### src/rtl/zc_override_seq.sv
module zc_override_seq #(
  parameter int unsigned GAP_MIN_CYC  = 480,
  parameter int unsigned LOSS_CYC     = 48000,
  parameter int unsigned GEST_WIN_CYC = 48000,
  parameter int unsigned WARM_CYC     = 640000,
  parameter int unsigned QI_WIN_CYC   = 160000,
  parameter int unsigned QI_PULSE_CYC = 20800,
  parameter int unsigned QI_IDLE_CYC  = 512000,
  parameter int unsigned OVR_ON_CYC   = 288000000
) (
  input  logic       clk,
  input  logic       rst_n,
  input  logic       zc_pulse,
  input  logic [1:0] mode_sel,
  input  logic       motion_trig,
  output logic [2:0] op_state,
  output logic       lamp_on,
  output logic       trig_out,
  output logic       restart
);

  localparam int GW = $clog2(LOSS_CYC + 1);
  localparam int WW = $clog2(GEST_WIN_CYC);
  localparam int LW = $clog2(WARM_CYC + 1);
  localparam int HW = $clog2(QI_PULSE_CYC + 1);
  localparam int IW = $clog2(QI_IDLE_CYC);
  localparam int OW = $clog2(OVR_ON_CYC);

  localparam logic [GW-1:0] GAP_LOSS  = GW'(LOSS_CYC);
  localparam logic [GW-1:0] GAP_LAST  = GW'(LOSS_CYC - 1);
  localparam logic [GW-1:0] GAP_MIN   = GW'(GAP_MIN_CYC);
  localparam logic [WW-1:0] WIN_LAST  = WW'(GEST_WIN_CYC - 1);
  localparam logic [LW-1:0] LIFE_DONE = LW'(WARM_CYC);
  localparam logic [LW-1:0] LIFE_QI   = LW'(QI_WIN_CYC);
  localparam logic [HW-1:0] HOLD_INIT = HW'(QI_PULSE_CYC);
  localparam logic [IW-1:0] IDLE_LAST = IW'(QI_IDLE_CYC - 1);
  localparam logic [OW-1:0] OVR_LAST  = OW'(OVR_ON_CYC - 1);

  typedef enum logic [2:0] {
    ST_WARMUP = 3'd0, ST_QUICK = 3'd1, ST_AUTO = 3'd2, ST_ON = 3'd3, ST_OFF = 3'd4
  } st_e;

  logic [GW-1:0] gap;
  logic [WW-1:0] win;
  logic [LW-1:0] life;
  logic [HW-1:0] hold;
  logic [IW-1:0] idle;
  logic [OW-1:0] ovr_t;
  logic          pend, qi, ovr, restart_q;
  st_e           st;

  wire lost      = gap == GAP_LOSS;
  wire loss_evt  = !zc_pulse && gap == GAP_LAST;
  wire off_evt   = zc_pulse && gap >= GAP_MIN && !lost;
  wire gesture   = off_evt && pend;
  wire force_on  = mode_sel == 2'b01;
  wire force_off = mode_sel == 2'b10;
  wire open_mode = !force_on && !force_off;
  wire wipe      = lost || loss_evt || !open_mode;

  always_ff @(posedge clk or negedge rst_n) begin
    if (!rst_n) begin
      gap       <= '0;
      restart_q <= 1'b0;
    end else begin
      restart_q <= loss_evt;
      if (zc_pulse) gap <= '0;
      else if (!lost) gap <= gap + 1'b1;
    end
  end

  always_ff @(posedge clk or negedge rst_n) begin
    if (!rst_n) begin
      pend <= 1'b0;
      win  <= '0;
    end else if (lost || loss_evt) begin
      pend <= 1'b0;
    end else if (off_evt) begin
      pend <= !pend;
      win  <= '0;
    end else if (pend) begin
      if (win == WIN_LAST) pend <= 1'b0;
      else win <= win + 1'b1;
    end
  end

  always_ff @(posedge clk or negedge rst_n) begin
    if (!rst_n) life <= '0;
    else if (lost || loss_evt) life <= '0;
    else if (life != LIFE_DONE) life <= life + 1'b1;
  end

  always_ff @(posedge clk or negedge rst_n) begin
    if (!rst_n) begin
      qi   <= 1'b0;
      hold <= '0;
      idle <= '0;
    end else if (wipe) begin
      qi   <= 1'b0;
      hold <= '0;
    end else if (!qi) begin
      if (gesture && life < LIFE_QI) begin
        qi   <= 1'b1;
        idle <= '0;
        hold <= '0;
      end
    end else if (motion_trig) begin
      hold <= HOLD_INIT;
      idle <= '0;
    end else begin
      if (hold != '0) hold <= hold - 1'b1;
      if (idle == IDLE_LAST) begin
        qi   <= 1'b0;
        hold <= '0;
      end else begin
        idle <= idle + 1'b1;
      end
    end
  end

  always_ff @(posedge clk or negedge rst_n) begin
    if (!rst_n) begin
      ovr   <= 1'b0;
      ovr_t <= '0;
    end else if (wipe) begin
      ovr <= 1'b0;
    end else if (gesture && !qi && life == LIFE_DONE) begin
      ovr   <= !ovr;
      ovr_t <= '0;
    end else if (ovr) begin
      if (ovr_t == OVR_LAST) ovr <= 1'b0;
      else ovr_t <= ovr_t + 1'b1;
    end
  end

  always_comb begin
    if (force_on)             st = ST_ON;
    else if (force_off)       st = ST_OFF;
    else if (qi)              st = ST_QUICK;
    else if (ovr)             st = ST_ON;
    else if (life != LIFE_DONE) st = ST_WARMUP;
    else                      st = ST_AUTO;
  end

  assign op_state = st;
  assign lamp_on  = (st == ST_ON) || (st == ST_QUICK && hold != '0);
  assign trig_out = motion_trig && st == ST_AUTO;
  assign restart  = restart_q;

  assert_loss_clears_R10: assert property (@(posedge clk) disable iff (!rst_n)
    loss_evt |=> restart && life == '0 && !qi && !ovr);

  assert_quick_entry_early_R5: assert property (@(posedge clk) disable iff (!rst_n)
    $rose(qi) |-> $past(life) < LIFE_QI);

  assert_override_after_warm_R8: assert property (@(posedge clk) disable iff (!rst_n)
    $rose(ovr) |-> $past(life) == LIFE_DONE);

  assert_hold_bounded_R6: assert property (@(posedge clk) disable iff (!rst_n)
    hold != '0 |-> qi && hold <= HOLD_INIT);

  assert_flags_exclusive_R7: assert property (@(posedge clk) disable iff (!rst_n)
    $onehot0({qi, ovr}));

  assert_restart_single_R10: assert property (@(posedge clk) disable iff (!rst_n)
    restart |=> !restart);

endmodule

### config.mk
export PLATFORM = sky130hd
export DESIGN_NAME = zc_override_seq
export DESIGN_NICKNAME = d
export VERILOG_FILES = /design/src/rtl/zc_override_seq.sv
export SDC_FILE = /design/constraint.sdc
export NUM_CORES = 1
export LEC_CHECK = 0
export BUFFER_PORTS_ARGS = -buffer_cell sky130_fd_sc_hd__buf_2
export CAP_MARGIN = 25
export CORE_AREA = 2 2 136 98
export CTS_CLUSTER_DIAMETER = 100
export DETAILED_ROUTE_END_ITERATION = 10
export DIE_AREA = 0 0 138 100
export PLACE_DENSITY = 0.71
export RECOVER_POWER = 50
export SLEW_MARGIN = 10
export SYNTH_ARGS = -nofsm -noshare
export SYNTH_HDL_FRONTEND = slang
export SYNTH_SLANG_ARGS = --single-unit
### constraint.sdc
create_clock -name clk -period 3.3 [get_ports clk]
set_clock_uncertainty 0.2 [all_clocks]
set_input_delay 0.495 -clock clk [delete_from_list [all_inputs] [get_ports clk]]
set_output_delay 0.495 -clock clk [all_outputs]
set_load 0.01 [all_outputs]
* Word level (Yosys, flattened, before mapping)
Cells that the tools add are included.
Storage, ports and cells: logic and storage cells 106, output and inout bits 6, input port bits 6, register bits 119
Cells by class: reductions and logical operators 31, order comparisons 2, bitwise operators 2, multiplexer cells 38, add/sub/neg operators 6, eq/ne operators 17
Operators with widths (count):
- 2-to-1 mux 15 bit | 6
- 2-to-1 mux 29 bit | 3
- 2-to-1 mux 16 bit | 5
- 2-to-1 mux 19 bit | 4
- == test 16 bit, second input constant | 3
- 2-to-1 mux 20 bit | 2
- adder 16 x 1 -> 16 bit, second input constant | 2
- adder 29 x 1 -> 29 bit, second input constant | 1
- == test 29 bit, second input constant | 1
- adder 20 x 1 -> 20 bit, second input constant | 1
- == test 20 bit, second input constant | 1
- < comparator 20 x 18 -> 1 bit, second input constant | 1
- inequality test 20 bit, second input constant | 1
- adder 19 x 1 -> 19 bit, second input constant | 1
- == test 19 bit, second input constant | 1
- >= comparator 16 x 9 -> 1 bit, second input constant | 1
- nonzero test 15 bit | 1
- subtractor 15 x 1 -> 15 bit, second input constant | 1
- 2-to-1 mux 1 bit | 13
- logical AND 1 bit | 10
- AND reduction 3 bit | 3
- logical NOT 1 bit | 8
- nonzero test 2 bit | 4
- == test 3 x 2 -> 1 bit, second input constant | 2
- other kinds (12) | 20

* Longest topological paths before layout
depth in word-level cells 9, mapped depth 11

* Worst setup path before layout
OpenSTA, ideal clock, no wires.
path kind reg-to-reg, start point register gap[0], end point register ovr_t[18], required time 3034 ps, buffers on the path 1, setup time 66 ps, cell stages (with the launch flop) 9, data arrival time 2282 ps, slack 752 ps, cell sequence dfrtp_1 ha_1 nand4_1 or4_4 a21o_1 and3_4 buf_6 or4_1 nand2_1
On the way: longest elaborated chain between the ends 8
RTL lines:
- from (decl) | line 43 | logic [GW-1:0] gap;
- from (signal assigned) | line 68 | else if (!lost) gap <= gap + 1'b1;
- >= comparator 16 x 9 -> 1 bit / == test 16 bit (equally long branches) | line 54, 52
- logical AND 1 bit / logical NOT 1 bit (equally long branches)
- logical AND 1 bit | line 54 | wire off_evt = zc_pulse && gap >= GAP_MIN && !lost;
- logical AND 1 bit | line 55 | wire gesture = off_evt && pend;
- logical AND 1 bit (2 in a row) | line 127 | end else if (gesture && !qi && life == LIFE_DONE) begin
- inequality test 2 bit (no line) / nonzero test 2 bit (equally long branches)
- AND reduction 3 bit (no line)
- to (signal assigned) | line 132 | else ovr_t <= ovr_t + 1'b1;
- to (decl) | line 48 | logic [OW-1:0] ovr_t;
Several ways; a longest one is shown, not always the timed one. A chain may end at the register's enable or synchronous reset.

* Worst setup path after layout
start point register hold[9], end point output lamp_on
On the way: longest elaborated chain between the ends 3
RTL lines:
- from (decl) | line 46 | logic [HW-1:0] hold;
- from (signal assigned) | line 111 | if (hold != '0) hold <= hold - 1'b1;
- nonzero test 15 bit | line 146 | assign lamp_on = (st == ST_ON) || (st == ST_QUICK && hold != '0);
- logical AND 1 bit | line 146
- logical OR 1 bit | line 146
- to (decl) | line 17 | output logic lamp_on,
Every way passes these cells.

==> impl_metrics.py <==
metrics = {
    "floorplan": {
        "die_x_um": 138,
        "dieArea_um2": 13800,
        "rows": 35,
        "initial_utilization_pct": 53.3,
        "ios": 12,
        "core-area_um2": 12700,
        "die_y_um": 100,
    },
    "setup_path": {
        "reg2reg_from": "gap[0]$_DFFE_PN0P_",
        "r2r_cells": 8,
        "required_ns": 2.60,
        "cp-end-kind": "output port",
        "crit_start": "hold[9]$_DFFE_PN0P_",
        "critPathLaunchType": "flip-flop",
        "worstPathMaxFanout": 4,
        "r2r_slack_ns": 0.40,
        "r2r-end": "hold[13]$_DFFE_PN0P_",
        "crit_type": "reg2out",
        "arrival_ns": 2.36,
    },
    "yosys": {
        "seq_area_frac_synth_pct": 44.0,
        "yosys_warnings": 0,
        "synth.largest_area_cell": "dfrtp_1",
        "ys.flop_type": "dfrtp_1",
        "syn_inst": 747,
        "synthTopCellsByArea": "dfrtp_1, nor2_1, nand2_1",
        "synthAdderAreaFrac_pct": 2.22,
        "synth-xor-area-share_pct": 6.20,
        "synth_common_cells": "dfrtp_1, nor2_1, nand2_1",
        "syn_avg_cell_area_um2": 9.07,
        "synth.most_common_cell": "dfrtp_1",
        "muxShareOfSynthArea_pct": 2.44,
        "yosysUniqueCellTypes": 64,
        "synth_top_area_share_pct": 44.0,
        "syn-cell-area_um2": 6780,
        "synth_seq_cells": 119,
        "synthArstFlopShare_pct": 100,
        "yosys.area_share.simple_pct": 30.2,
        "synth_edf_count": 0,
        "mappedNetlistNets": 765,
        "synth_compound_area_share_pct": 11.7,
        "synth_top_family_by_area": "simple AND/OR/NAND/NOR gates",
    },
    "detailed_routing": {
        "drt-total-wl_um": 15100,
        "vias_per_cell": 6.04,
        "drc": 0,
        "via_count": 5721,
        "drtIter0Drc": 392,
        "first_pass_iters": 4,
        "wire_per_inst_um": 16.0,
        "ant_nets": 0,
    },
    "timing": {
        "drv_slew": 36,
        "worstMarginPinSlew_ns": 1.95,
        "finalCritPeriodShare_pct": 92.5,
        "finalSetupTns_ns": 0,
        "maxSlewHeadroom_pct": -30.0,
        "period_needed_ns": 3.05,
        "rsz0062_at_grt": "false",
        "hold_viol_final": 0,
        "finalSetupViolCount": 0,
        "timing.final.ws_setup_ns": 0.248,
        "fmax_ghz": 0.328,
    },
    "worst_hold_path": {
        "hold_path.class": "in2reg",
        "min_from": "zc_pulse",
        "holdPathEnd": "gap[11]$_DFFE_PN0P_",
        "whs_path_depth": 2,
    },
    "clock_tree": {
        "cts_root_buf": "clkbuf_16",
        "postCtsSetupRepairBufs": 0,
        "cts_tree": "done",
        "cts_made_buffers": 17,
        "numClockSinks": 119,
        "clkTransAtPathRegs_ns": 0.06,
        "clk-insertion-delay-late_ns": 0.41,
        "cts.htree.levels": 4,
        "clock_path_buffers": 2,
    },
    "placed_design": {
        "dp_hpwl_um": 10500,
        "dp_slack_ns": 0.316,
        "routabilityCongestion": 0.881,
        "port_buffers": 11,
    },
    "job": {
        "maxCapViolations": 1,
    },
    "global_routing": {
        "grt_max_degree": 36,
        "grt.total_usage_pct": 23.1,
        "grt_pass1_vias": 5462,
        "grt_pass1_wl_um": 26200,
        "antenna_found_initial": 0,
        "grt-ovfl-total": 0,
    },
    "power": {
        "power_per_cell_area_nw_per_um2": 511,
        "leakage_uw": 0.00334,
        "ir_drop_uv": 365,
    },
    "outcome": {
        "status": "finished, violations left",
        "violations": "max-capacitance violations, max-slew violations",
    },
    "layout": {
        "flow.area_growth_from_synthesis_pct": 12.5,
        "nets": 787,
        "drive_gt1_share_pct": 9.60,
        "antennaDiodeCount": 0,
        "utilization_pct": 60.0,
    },
}
area by class of cell:
type | instances | area, um2
multi-input cells | 576 | 3590
clock buffers | 18 | 429
flip-flops and latches | 119 | 2980
clock inverters | 13 | 134
inverters | 25 | 93.8
repair buffers | 30 | 188
well taps | 166 | 208
fillers | 1105 | 5080
worst max-delay path by stage:
stage                            endpoint  slack [ns]  depth (start not counted)
floorplan           ovr_t[18]$_DFFE_PN0P_        0.75                          8
global placement      hold[6]$_DFFE_PN0P_        0.49                          8
detailed placement    hold[7]$_DFFE_PN0P_        0.32                          6
CTS                               lamp_on        0.17                          6
global route         ovr_t[7]$_DFFE_PN0P_        0.04                          3
finish                            lamp_on        0.25                          7
cells by family (layout without fill, tap and decap cells):
| logic type | Yosys count | count (layout) |
|---|---|---|
| muxes | 16 | 16 |
| and+or+nand+nor | 379 | 379 |
| DFF | 119 | 119 |
| buffers and inverters | 52 | 86 |
| xor gates and xnor gates | 48 | 48 |
| adders and majority gates | 12 | 12 |
| AOI/OAI and AO/OA | 121 | 121 |
state kept, by name, summed over array words and instances (netlist names):
register  flops
pend          1
win          16
life         20
ovr_t        29
qi            1
restart       1
idle         19
ovr           1
gap          16
hold         15
through the flow:
stage	power (uW)	cell area [um2]	std cells	hold WS [ns]
2_1_floorplan	1980	6780	747	-0.000591
3_3_place_gp	2110	7050	914	0.262
3_5_place_dp	2140	7050	914	0.272
4_1_cts	3910	7620	946	0.241
5_1_grt	4060	7620	947	0.263
6_report	3890	7620	947	0.258
metal layers:
metal / global-route usage [%] / vias to the layer above / part of all wire (%)
met1: 33.0 / 2831 / 50
met4: 5.49 / 0 / 0.59
met2: 36.3 / 103 / 45
met3: 5.06 / 11 / 3.5
li1: - / 2776 / -
met5: 0 / - / 0
power breakdown:
part           internal [uW]  switching, uW
Combinational            204            273
Clock                   1100            670
Sequential              1540            106
repair_timing:
action / 4_1_cts / 5_1_grt
endpoints found under the hold margin: 31 / 0
hold buffers: 1 / 0
setup endpoints to repair: 0 / 1
resized for setup: 0 / 1
layout by cell type (no fill, tap or decap), types with 14 or more instances in the layout:
cell type,synthesis,routed
o21ai_0,35,35
nand4_1,40,40
nor3_1,21,21
buf_4,1,14
dfrtp_1,119,119
a21oi_1,19,18
xnor2_1,24,24
or4_1,17,17
nor2_1,82,82
nand3_1,37,37
nand2_1,70,70
and3_1,21,21
inv_1,25,25
clkbuf_16,0,17
nor4_1,20,20
xor2_1,24,24
critical path, cell delays in order, from the launching register on:
cell and delay (ns):
dfrtp_1 0.42, nor4_1 0.32, buf_4 0.18, nand4b_1 0.16, or4b_4 0.58, inv_1 0.09, a21oi_1 0.06, buf_2 0.14
(Power assumes the default switching activity.)
